$ cat config.mk
export PLATFORM = sky130hd
export DESIGN_NAME = spi_regbank_slave
export DESIGN_NICKNAME = d
export VERILOG_FILES = /design/src/rtl/spi_rb_pkg.sv /design/src/rtl/spi_rb_sync.sv /design/src/rtl/spi_rb_regfile.sv /design/src/rtl/spi_rb_ctrl.sv /design/src/rtl/spi_regbank_slave.sv
export SDC_FILE = /design/constraint.sdc
export NUM_CORES = 2
export LEC_CHECK = 0
export BUFFER_PORTS_ARGS = -buffer_cell sky130_fd_sc_hd__buf_2
export CAP_MARGIN = 20
export CORE_MARGIN = 5
export CORE_UTILIZATION = 50
export DETAILED_ROUTE_END_ITERATION = 8
export HOLD_SLACK_MARGIN = 0.06
export PLACE_DENSITY = 0.65
export RECOVER_POWER = 50
export SYNTH_ARGS = -nofsm -noshare
export SYNTH_HDL_FRONTEND = slang
export SYNTH_SLANG_ARGS = --single-unit
$ cat constraint.sdc
create_clock -name clk -period 3.65 [get_ports clk]
set_clock_uncertainty 0.05 [all_clocks]
set_input_delay 0 -clock clk [delete_from_list [all_inputs] [get_ports clk]]
set_output_delay 0 -clock clk [all_outputs]
set_load 0.005 [all_outputs]
$ cat src/rtl/spi_rb_pkg.sv
package spi_rb_pkg;
    typedef enum logic [1:0] {
        ST_IDLE  = 2'd0,
        ST_CMD   = 2'd1,
        ST_WRITE = 2'd2,
        ST_READ  = 2'd3
    } spi_rb_state_t;
endpackage

$ cat src/rtl/spi_rb_sync.sv
module spi_rb_sync #(
    parameter int           W       = 3,
    parameter int           STAGES  = 2,
    parameter logic [W-1:0] RST_VAL = '1
) (
    input  logic         clk,
    input  logic         rst_n,
    input  logic [W-1:0] d,
    output logic [W-1:0] q
);
    logic [W-1:0] stg [STAGES];

    always_ff @(posedge clk or negedge rst_n) begin
        if (!rst_n) begin
            for (int s = 0; s < STAGES; s++) stg[s] <= RST_VAL;
        end else begin
            stg[0] <= d;
            for (int s = 1; s < STAGES; s++) stg[s] <= stg[s-1];
        end
    end

    assign q = stg[STAGES-1];
endmodule

$ cat src/rtl/spi_rb_regfile.sv
module spi_rb_regfile #(
    parameter int ADDR_W = 7,
    parameter int DATA_W = 8
) (
    input  logic              clk,
    input  logic              rst_n,
    input  logic              spi_we,
    input  logic [ADDR_W-1:0] spi_waddr,
    input  logic [DATA_W-1:0] spi_wdata,
    input  logic [ADDR_W-1:0] spi_raddr,
    output logic [DATA_W-1:0] spi_rdata,
    input  logic              loc_we,
    input  logic [ADDR_W-1:0] loc_addr,
    input  logic [DATA_W-1:0] loc_wdata,
    output logic [DATA_W-1:0] loc_rdata
);
    localparam int DEPTH = 1 << ADDR_W;

    logic [DATA_W-1:0] mem [DEPTH];

    for (genvar i = 0; i < DEPTH; i++) begin : g_entry
        always_ff @(posedge clk or negedge rst_n) begin
            if (!rst_n)
                mem[i] <= '0;
            else if (spi_we && spi_waddr == ADDR_W'(i))
                mem[i] <= spi_wdata;          // SPI side has priority
            else if (loc_we && loc_addr == ADDR_W'(i))
                mem[i] <= loc_wdata;
        end
    end

    assign spi_rdata = mem[spi_raddr];
    assign loc_rdata = mem[loc_addr];
endmodule

$ cat src/rtl/spi_rb_ctrl.sv
module spi_rb_ctrl
    import spi_rb_pkg::*;
#(
    parameter int ADDR_W = 7
) (
    input  logic              clk,
    input  logic              rst_n,
    input  logic              cs_s,
    input  logic              sck_rise,
    input  logic              sck_fall,
    input  logic              mosi_s,
    input  logic [7:0]        rd_data,
    output logic [ADDR_W-1:0] rd_addr,
    output logic              wr_en,
    output logic [ADDR_W-1:0] wr_addr,
    output logic [7:0]        wr_data,
    output logic              miso,
    output logic              miso_oe,
    output spi_rb_state_t     state
);
    localparam int CNT_W = 3;
    localparam logic [CNT_W-1:0] LAST_BIT = '1;

    spi_rb_state_t     state_q, state_d;
    logic [CNT_W-1:0]  bit_cnt;
    logic [6:0]        shreg;
    logic [ADDR_W-1:0] addr_q;
    logic [7:0]        tx_q;
    logic              miso_q;
    logic              active;
    logic              byte_done;
    logic [7:0]        rx_byte;

    assign active    = !cs_s && (state_q != ST_IDLE);
    assign byte_done = active && sck_rise && (bit_cnt == LAST_BIT);
    assign rx_byte   = {shreg, mosi_s};

    // next-state logic
    always_comb begin
        state_d = state_q;
        if (cs_s) begin
            state_d = ST_IDLE;                       // deselect
        end else begin
            unique case (state_q)
                ST_IDLE:  state_d = ST_CMD;          // select
                ST_CMD:   if (byte_done)
                              state_d = rx_byte[7] ? ST_READ : ST_WRITE;
                ST_WRITE: state_d = ST_WRITE;
                ST_READ:  state_d = ST_READ;
                default:  state_d = ST_IDLE;
            endcase
        end
    end

    // state register
    always_ff @(posedge clk or negedge rst_n) begin
        if (!rst_n) state_q <= ST_IDLE;
        else        state_q <= state_d;
    end

    // datapath and output registers
    always_ff @(posedge clk or negedge rst_n) begin
        if (!rst_n) begin
            bit_cnt <= '0;
            shreg   <= '0;
            addr_q  <= '0;
            tx_q    <= '0;
            miso_q  <= 1'b1;
        end else if (!active) begin
            bit_cnt <= '0;
        end else begin
            if (sck_rise) begin
                shreg   <= rx_byte[6:0];
                bit_cnt <= bit_cnt + 1'b1;
                if (bit_cnt == LAST_BIT) begin
                    unique case (state_q)
                        ST_CMD: begin
                            if (rx_byte[7]) begin
                                tx_q   <= rd_data;
                                addr_q <= rx_byte[ADDR_W-1:0] + 1'b1;
                            end else begin
                                addr_q <= rx_byte[ADDR_W-1:0];
                            end
                        end
                        ST_WRITE: addr_q <= addr_q + 1'b1;
                        ST_READ: begin
                            tx_q   <= rd_data;
                            addr_q <= addr_q + 1'b1;
                        end
                        default: ;
                    endcase
                end
            end
            if (sck_fall && state_q == ST_READ) begin
                miso_q <= tx_q[7];
                tx_q   <= {tx_q[6:0], 1'b0};
            end
        end
    end

    assign rd_addr = (state_q == ST_CMD) ? rx_byte[ADDR_W-1:0] : addr_q;
    assign wr_en   = byte_done && (state_q == ST_WRITE);
    assign wr_addr = addr_q;
    assign wr_data = rx_byte;
    assign miso    = miso_q;
    assign miso_oe = (state_q == ST_READ) && !cs_s;
    assign state   = state_q;
endmodule

$ cat src/rtl/spi_regbank_slave.sv
module spi_regbank_slave
    import spi_rb_pkg::*;
#(
    parameter int ADDR_W      = 7,
    parameter int SYNC_STAGES = 2
) (
    input  logic              clk,
    input  logic              rst_n,
    input  logic              spi_sck,
    input  logic              spi_cs_n,
    input  logic              spi_mosi,
    output logic              spi_miso,
    output logic              spi_miso_oe,
    input  logic              loc_we,
    input  logic [ADDR_W-1:0] loc_addr,
    input  logic [7:0]        loc_wdata,
    output logic [7:0]        loc_rdata
);
    logic              sck_s, cs_s, mosi_s, sck_d;
    logic              sck_rise, sck_fall;
    logic              spi_we;
    logic [ADDR_W-1:0] spi_waddr, spi_raddr;
    logic [7:0]        spi_wdata, spi_rdata;
    spi_rb_state_t     st;

    spi_rb_sync #(.W(3), .STAGES(SYNC_STAGES), .RST_VAL(3'b111)) sync_i (
        .clk   (clk),
        .rst_n (rst_n),
        .d     ({spi_sck, spi_cs_n, spi_mosi}),
        .q     ({sck_s, cs_s, mosi_s})
    );

    always_ff @(posedge clk or negedge rst_n) begin
        if (!rst_n) sck_d <= 1'b1;
        else        sck_d <= sck_s;
    end

    assign sck_rise = sck_s && !sck_d;
    assign sck_fall = !sck_s && sck_d;

    spi_rb_ctrl #(.ADDR_W(ADDR_W)) ctrl_i (
        .clk      (clk),
        .rst_n    (rst_n),
        .cs_s     (cs_s),
        .sck_rise (sck_rise),
        .sck_fall (sck_fall),
        .mosi_s   (mosi_s),
        .rd_data  (spi_rdata),
        .rd_addr  (spi_raddr),
        .wr_en    (spi_we),
        .wr_addr  (spi_waddr),
        .wr_data  (spi_wdata),
        .miso     (spi_miso),
        .miso_oe  (spi_miso_oe),
        .state    (st)
    );

    spi_rb_regfile #(.ADDR_W(ADDR_W), .DATA_W(8)) regs_i (
        .clk       (clk),
        .rst_n     (rst_n),
        .spi_we    (spi_we),
        .spi_waddr (spi_waddr),
        .spi_wdata (spi_wdata),
        .spi_raddr (spi_raddr),
        .spi_rdata (spi_rdata),
        .loc_we    (loc_we),
        .loc_addr  (loc_addr),
        .loc_wdata (loc_wdata),
        .loc_rdata (loc_rdata)
    );
endmodule

# == After elaboration in Yosys (flattened, before gate mapping) ==
# Index checks and enable logic that the tools add are counted.
# totals
elab_cells,1089
ff_bits,1059
inputBits,21
out_inout_bits,10
# op_classes
addsub,3
mux,276
n_reduce_logical,408
order_cmp,2
bitwise_logic,2
eq_ne,261
# ops
cell,n
$mux W8,264
$eq A7 B7 Y1 const B,128
$eq A7 B6 Y1 const B,64
$logic_and A1 B1 Y1,264
$reduce_bool A2 Y1,132
$eq A7 B5 Y1 const B,32
$bmux W8 S7,2
$eq A7 B4 Y1 const B,16
$eq A7 B3 Y1 const B,8
$eq A7 B2 Y1 const B,4
$ge A8 B8 Y1 const B,2
$not A7 Y8,2
$pmux W8 S2,1
$add A7 B1 Y7 const B,2
$eq A7 B1 Y1 const B,2
$logic_not A7 Y1,2
$mux W7,2
$pmux W7 S2,1
$pmux W2 S4,1
$mux W3,2
$reduce_and A5 Y1,1
$eq A2 B2 Y1 const B,2
$mux W2,2
$reduce_and A2 Y1,2
other kinds (12),14

# == Logic depth before layout (Yosys ltp) ==
# logic_depth
ltp_word,11
ltp_mapped,15
depth_no_buf,10

# == Hierarchy ==
# A second synthesis with hierarchy kept.
# unflattened
cells_unflattened,6269
hier_area_um2,66993.0
# by_module_without_submodules
mod,seq_area_each_um2,cells_each,instances,area_per_inst_um2
spi_rb_regfile,25624.6,6109,1,65142.5
spi_rb_ctrl,701.9,148,1,1629.1
spi_rb_sync,157.7,9,1,180.2
spi_regbank_slave,26.3,3,1,41.3

# == Least setup slack after synthesis ==
# No wires, ideal clock.
# synth_path
kind,reg2reg
start,register sync_i.stg (netlist bit sync_i.q[0])
end,register ctrl_i.tx_q[2]
setup_ns,0.129
arrival_ns,2.593
path_buffers,5
path_slack_ns,0.878
synth_period_minus_slack_ns,2.772
t_required_ns,3.471
stages_incl_launch_ff,13
path_cell_list,dfstp_2 > buf_2 > and3b_1 > buf_2 > a21o_1 > buf_4 > buf_4 > buf_4 > mux4_2 > a22oi_1 > nand3_1 > a31oi_1 > o21ai_0
# synth_between
elab_chain_cells,10
# synth_lines
element,line,source
from (decl),spi_rb_sync.sv:11,logic [W-1:0] stg [STAGES];
$mux W7 *,spi_rb_ctrl.sv:101,assign rd_addr = (state_q == ST_CMD) ? rx_byte[ADDR_W-1:0] : addr_q;
$not A7 Y8 (not written as such) *,spi_rb_regfile.sv:32,assign spi_rdata = mem[spi_raddr];
$bmux W8 S7 *,spi_rb_regfile.sv:32,
$mux W8 (not written as such) * (2 in a row),spi_rb_regfile.sv:32,
$mux W8,spi_rb_ctrl.sv:78,if (rx_byte[7]) begin
$pmux W8 S2 *,spi_rb_ctrl.sv:76,unique case (state_q)
$mux W8 *,spi_rb_ctrl.sv:75,if (bit_cnt == LAST_BIT) begin
$mux W8 *,spi_rb_ctrl.sv:72,if (sck_rise) begin
$mux W8 *,spi_rb_ctrl.sv:94,if (sck_fall && state_q == ST_READ) begin
to (signal assigned),spi_rb_ctrl.sv:79,tx_q <= rd_data;
to (signal assigned),spi_rb_ctrl.sv:87,tx_q <= rd_data;
to (signal assigned),spi_rb_ctrl.sv:96,"tx_q <= {tx_q[6:0], 1'b0};"
to (decl),spi_rb_ctrl.sv:28,logic [7:0] tx_q;
# Mark *: on every way between the ends. The rest lies on a longest branch, timed or not. The select of a mux whose other input is x is not followed.
# A chain may end at the register's enable or synchronous reset.

# == Worst setup path in the final report ==
# layout_path
start,register sync_i.stg (netlist bit sync_i.q[0])
end,register ctrl_i.tx_q[4]
# The elaborated chain is that of the path after synthesis.

==> results.md <==
- DPL Wire Length: 185200 um
- Initial Util: 50.17%
- Worst path cell trace: and3b_1 -> a21o_4 -> buf_4 -> buf_4 -> a211oi_1 -> a311oi_1 -> a31oi_1 -> o211ai_1 -> nand4_1 -> buf_4 -> o211ai_1
- Crit-path max FO: 16
- Drt first pass iters: 7
- Layout Cells excl Fill: 8673
- Final-layout fill cell count: 11660
- Clk sinks: 1059
- Worst Setup End Kind: flop
- Design area: 0.07453 mm^2
- Final hold vios: 0
- Post-DR wirelength/cell: 31.76 um
- Area after DPL: 0.07006 mm^2
- WL final: 275400 um
- Via density: 6.761
- Register area share after synthesis: 39.70%
- Synth Register Bits: 1059
- Global route total overflow: 0
- Leakage power: 28.94 nW
- Worst Path Required: 4.31 ns
- Cell Rows: 134
- Pin count of the biggest net entering global routing: 149
- Top cell type's share of synthesized area: 39.38%
- Detailed router's first-iteration violation count: between 9000 and 10000
- Cell mode on critical path: buf_4
- Syn-to-layout area delta: 11.61%
- DR vias: 58640
- Period Utilization, post-route: 104.9%
- CP Class: reg -> reg
- Syn Area/Cell: 9.653 um^2
- CP max stage cell: o211ai_1
- Post-synth EDFFs: 0
- Hold WS: roughly 0.15 ns
- Die width: ~380 um
- Gpl congestion: 1.051
- Tmin final: 3.828 ns
- Setup violators final: 2
- Actual slew at the worst max-slew pin: roughly 2.2 ns
- Cell Pwr Density: between 400 and 500 mW/mm^2
- CTS Root Cell: clkbuf_16
- Slew Viols, Final: 230
- Fmax: 261.3 MHz
- PnR worst setup slack: -0.1775 ns
- Port Buffers: 30
- Share of synthesized registers carrying an async set or reset: 100.0%
- RSZ-0062 raised after global routing: true
- # IOs: 31
- Vias in the first global route: 55160
- Share of layout cells above drive strength 1: 16.34%
- Area contributors post-synth: dfrtp_1 39%, mux2i_1 17%, mux4_2 14%, nand2_1 6.0%, a21oi_1 5.5%
- First-pass GRT wire length: approximately 400000 um
- Worst skew pair latency: between 0.8 and 0.9 ns
- Max clock buf depth: 3
- Maxcap violations: 3
- Syn nets: 6946
- Worst ir drop on vdd: 0.4352 mV
- Failing checks: capacitance limit, slew limit, setup timing
- Total die area: 0.1410 mm^2
- Status: finished, violations left
- Syn. warnings: 0
- Post-synth top area cell: dfrtp_1
- Dpl ws: -0.02497 ns
- Main flop type after synthesis: dfrtp_1
- # H-tree levels: 3
- CP arrival: between 4 and 5 ns
- Syn Inst Count: 6918
- Hold Crit Class: in -> reg
- Initial antenna violation count: 16
- Critical Path Start Type: flop
- Nets: 6819
- Placed insts: 8414
- Slew Limit Headroom: -48.90%
- Largest stage delay, worst path: around 0.69 ns
- Netlist cell types: 69
- Mapped cell area: approximately 0.067 mm^2
- Final Util: around 56%
- Total track usage: between 30% and 40%
- Clock Pin Slew Worst Setup and Hold Paths: 0.07 ns
- Routed Antenna Nets: 0
- Residual DRC: 0
- Chip Height: 375.5 um
- CTS tree: yes
- CORE AREA: 0.1331 mm^2
- Num CTS Buffers: between 100 and 150
## registers in the layout (all words and copies together) (netlist names)
name,flops
sck_d,1
ctrl_i.state,2
ctrl_i.wr_addr,7
ctrl_i.bit_cnt,3
regs_i.mem,1024
ctrl_i.miso,1
sync_i.stg,3
ctrl_i.tx_q,8
ctrl_i.shreg,7
sync_i.q,3
## cell families after synthesis
logic type	synth area share [%]
AOI/OAI and AO/OA	10.71
xor gates and xnor gates	0.09181
adders and majority gates	0.1311
buffers and inverters	3.993
DFF	39.70
muxes	30.65
and+or+nand+nor	14.73
## per-layer routing
| layer | vias to the layer above | global-route usage, % | wire length (um) |
|---|---|---|---|
| met5 | - | 0 | 114 |
| met2 | 4111 | 54.57 | 116100 |
| met4 | 16 | 16.93 | 15370 |
| met3 | 825 | 14.26 | 37820 |
| li1 | 24620 | - | - |
| met1 | 29070 | 51.50 | 106000 |
## through the flow
step | power, mW | setup TNS, ns
floorplan | 17.93 | 0
global placement | 21.32 | -0.01477
detailed placement | 21.44 | -0.02497
CTS | 34.47 | 0
global route | 35.66 | -0.008204
finish | 34.75 | -0.2044
## worst max-delay path: cells and delay by family (launching register included)
kind	cells	cell delay, ns
simple gates	2	0.51
compound gates	6	1.78
flops	1	0.66
buf+inv	3	0.70
## power by group
part,internal [mW],switching (mW)
Combinational,2.64,5.33
Sequential,12.7,0.958
Clock,7.62,5.50
## cells in the mapped netlist, types with 24 or more instances
| cell | n |
|---|---|
| mux2i_1 | 1107 |
| nand2_1 | 1067 |
| dfrtp_1 | 1051 |
| nor2_1 | 782 |
| a21oi_1 | 730 |
| clkbuf_1 | 456 |
| mux4_2 | 408 |
| o21ai_0 | 361 |
| nand3_1 | 233 |
| buf_2 | 91 |
| nor2_2 | 80 |
| buf_1 | 66 |
| a31oi_1 | 65 |
| nand4_1 | 65 |
| a32oi_1 | 55 |
| a22oi_1 | 26 |
| buf_4 | 24 |
## final cells by class
class	count	area (um^2)	share of cell area, %
antenna	12	30.03	0.04029
clock buffer	173	3556	4.771
clock inverter	52	680.7	0.9132
inverter	13	48.80	0.06547
multi-input combinational	5207	37770	50.68
sequential	1059	26540	35.61
tap	1768	2212	2.968
timing repair buffer	389	3694	4.956
## cells in the final DEF, fill, tap and decap left out, drive strengths merged, types with 7 or more instances in the layout
cell type | Yosys | routed
a211oi | 16 | 16
a21oi | 730 | 730
a22o | 7 | 7
a22oi | 26 | 26
a311oi | 9 | 9
a31oi | 65 | 65
a32oi | 55 | 55
and2 | 19 | 19
and3 | 21 | 21
buf | 183 | 357
bufinv | 0 | 12
clkbuf | 456 | 188
clkinv | 0 | 29
clkinvlp | 0 | 8
dfrtp | 1051 | 1051
dfstp | 8 | 8
diode | 0 | 12
dlygate4sd3 | 0 | 17
ha | 7 | 7
inv | 13 | 16
mux2 | 18 | 18
mux2i | 1107 | 1107
mux4 | 408 | 408
nand2 | 1078 | 1078
nand2b | 10 | 10
nand3 | 237 | 237
nand4 | 65 | 65
nor2 | 862 | 862
nor2b | 12 | 12
nor3 | 19 | 19
o21ai | 364 | 364
## path summary, 6_finish.rpt
kind,end,start,cells past startpoint,slack [ns]
max,ctrl_i.tx_q[4]$_DFFE_PN0P_,sync_i.q[0]$_DFF_PN1_,11,-0.18
min in group asynchronous,ctrl_i.shreg[2]$_DFFE_PN0P_,rst_n,4,0.91
min reg2reg,sync_i.q[1]$_DFF_PN1_,sync_i.stg[4]$_DFF_PN1_,0,0.33
max in group asynchronous,regs_i.mem[516]$_DFFE_PN0P_,rst_n,6,0.26
max reg2reg,ctrl_i.tx_q[4]$_DFFE_PN0P_,sync_i.q[0]$_DFF_PN1_,11,-0.18
min,regs_i.mem[15]$_DFFE_PN0P_,loc_addr[5],6,0.15
## timing repair
action                                  in CTS  in global routing
endpoints found under the setup margin       2                  5
gates resized for setup                      2                  7
setup buffers                                0                  1
hold endpoints to repair                  1729                  0
pin swaps                                    0                  2
cloned                                       0                  2
hold buffers                                18                  0
Note: power is estimated with default switching activity, not from simulation.
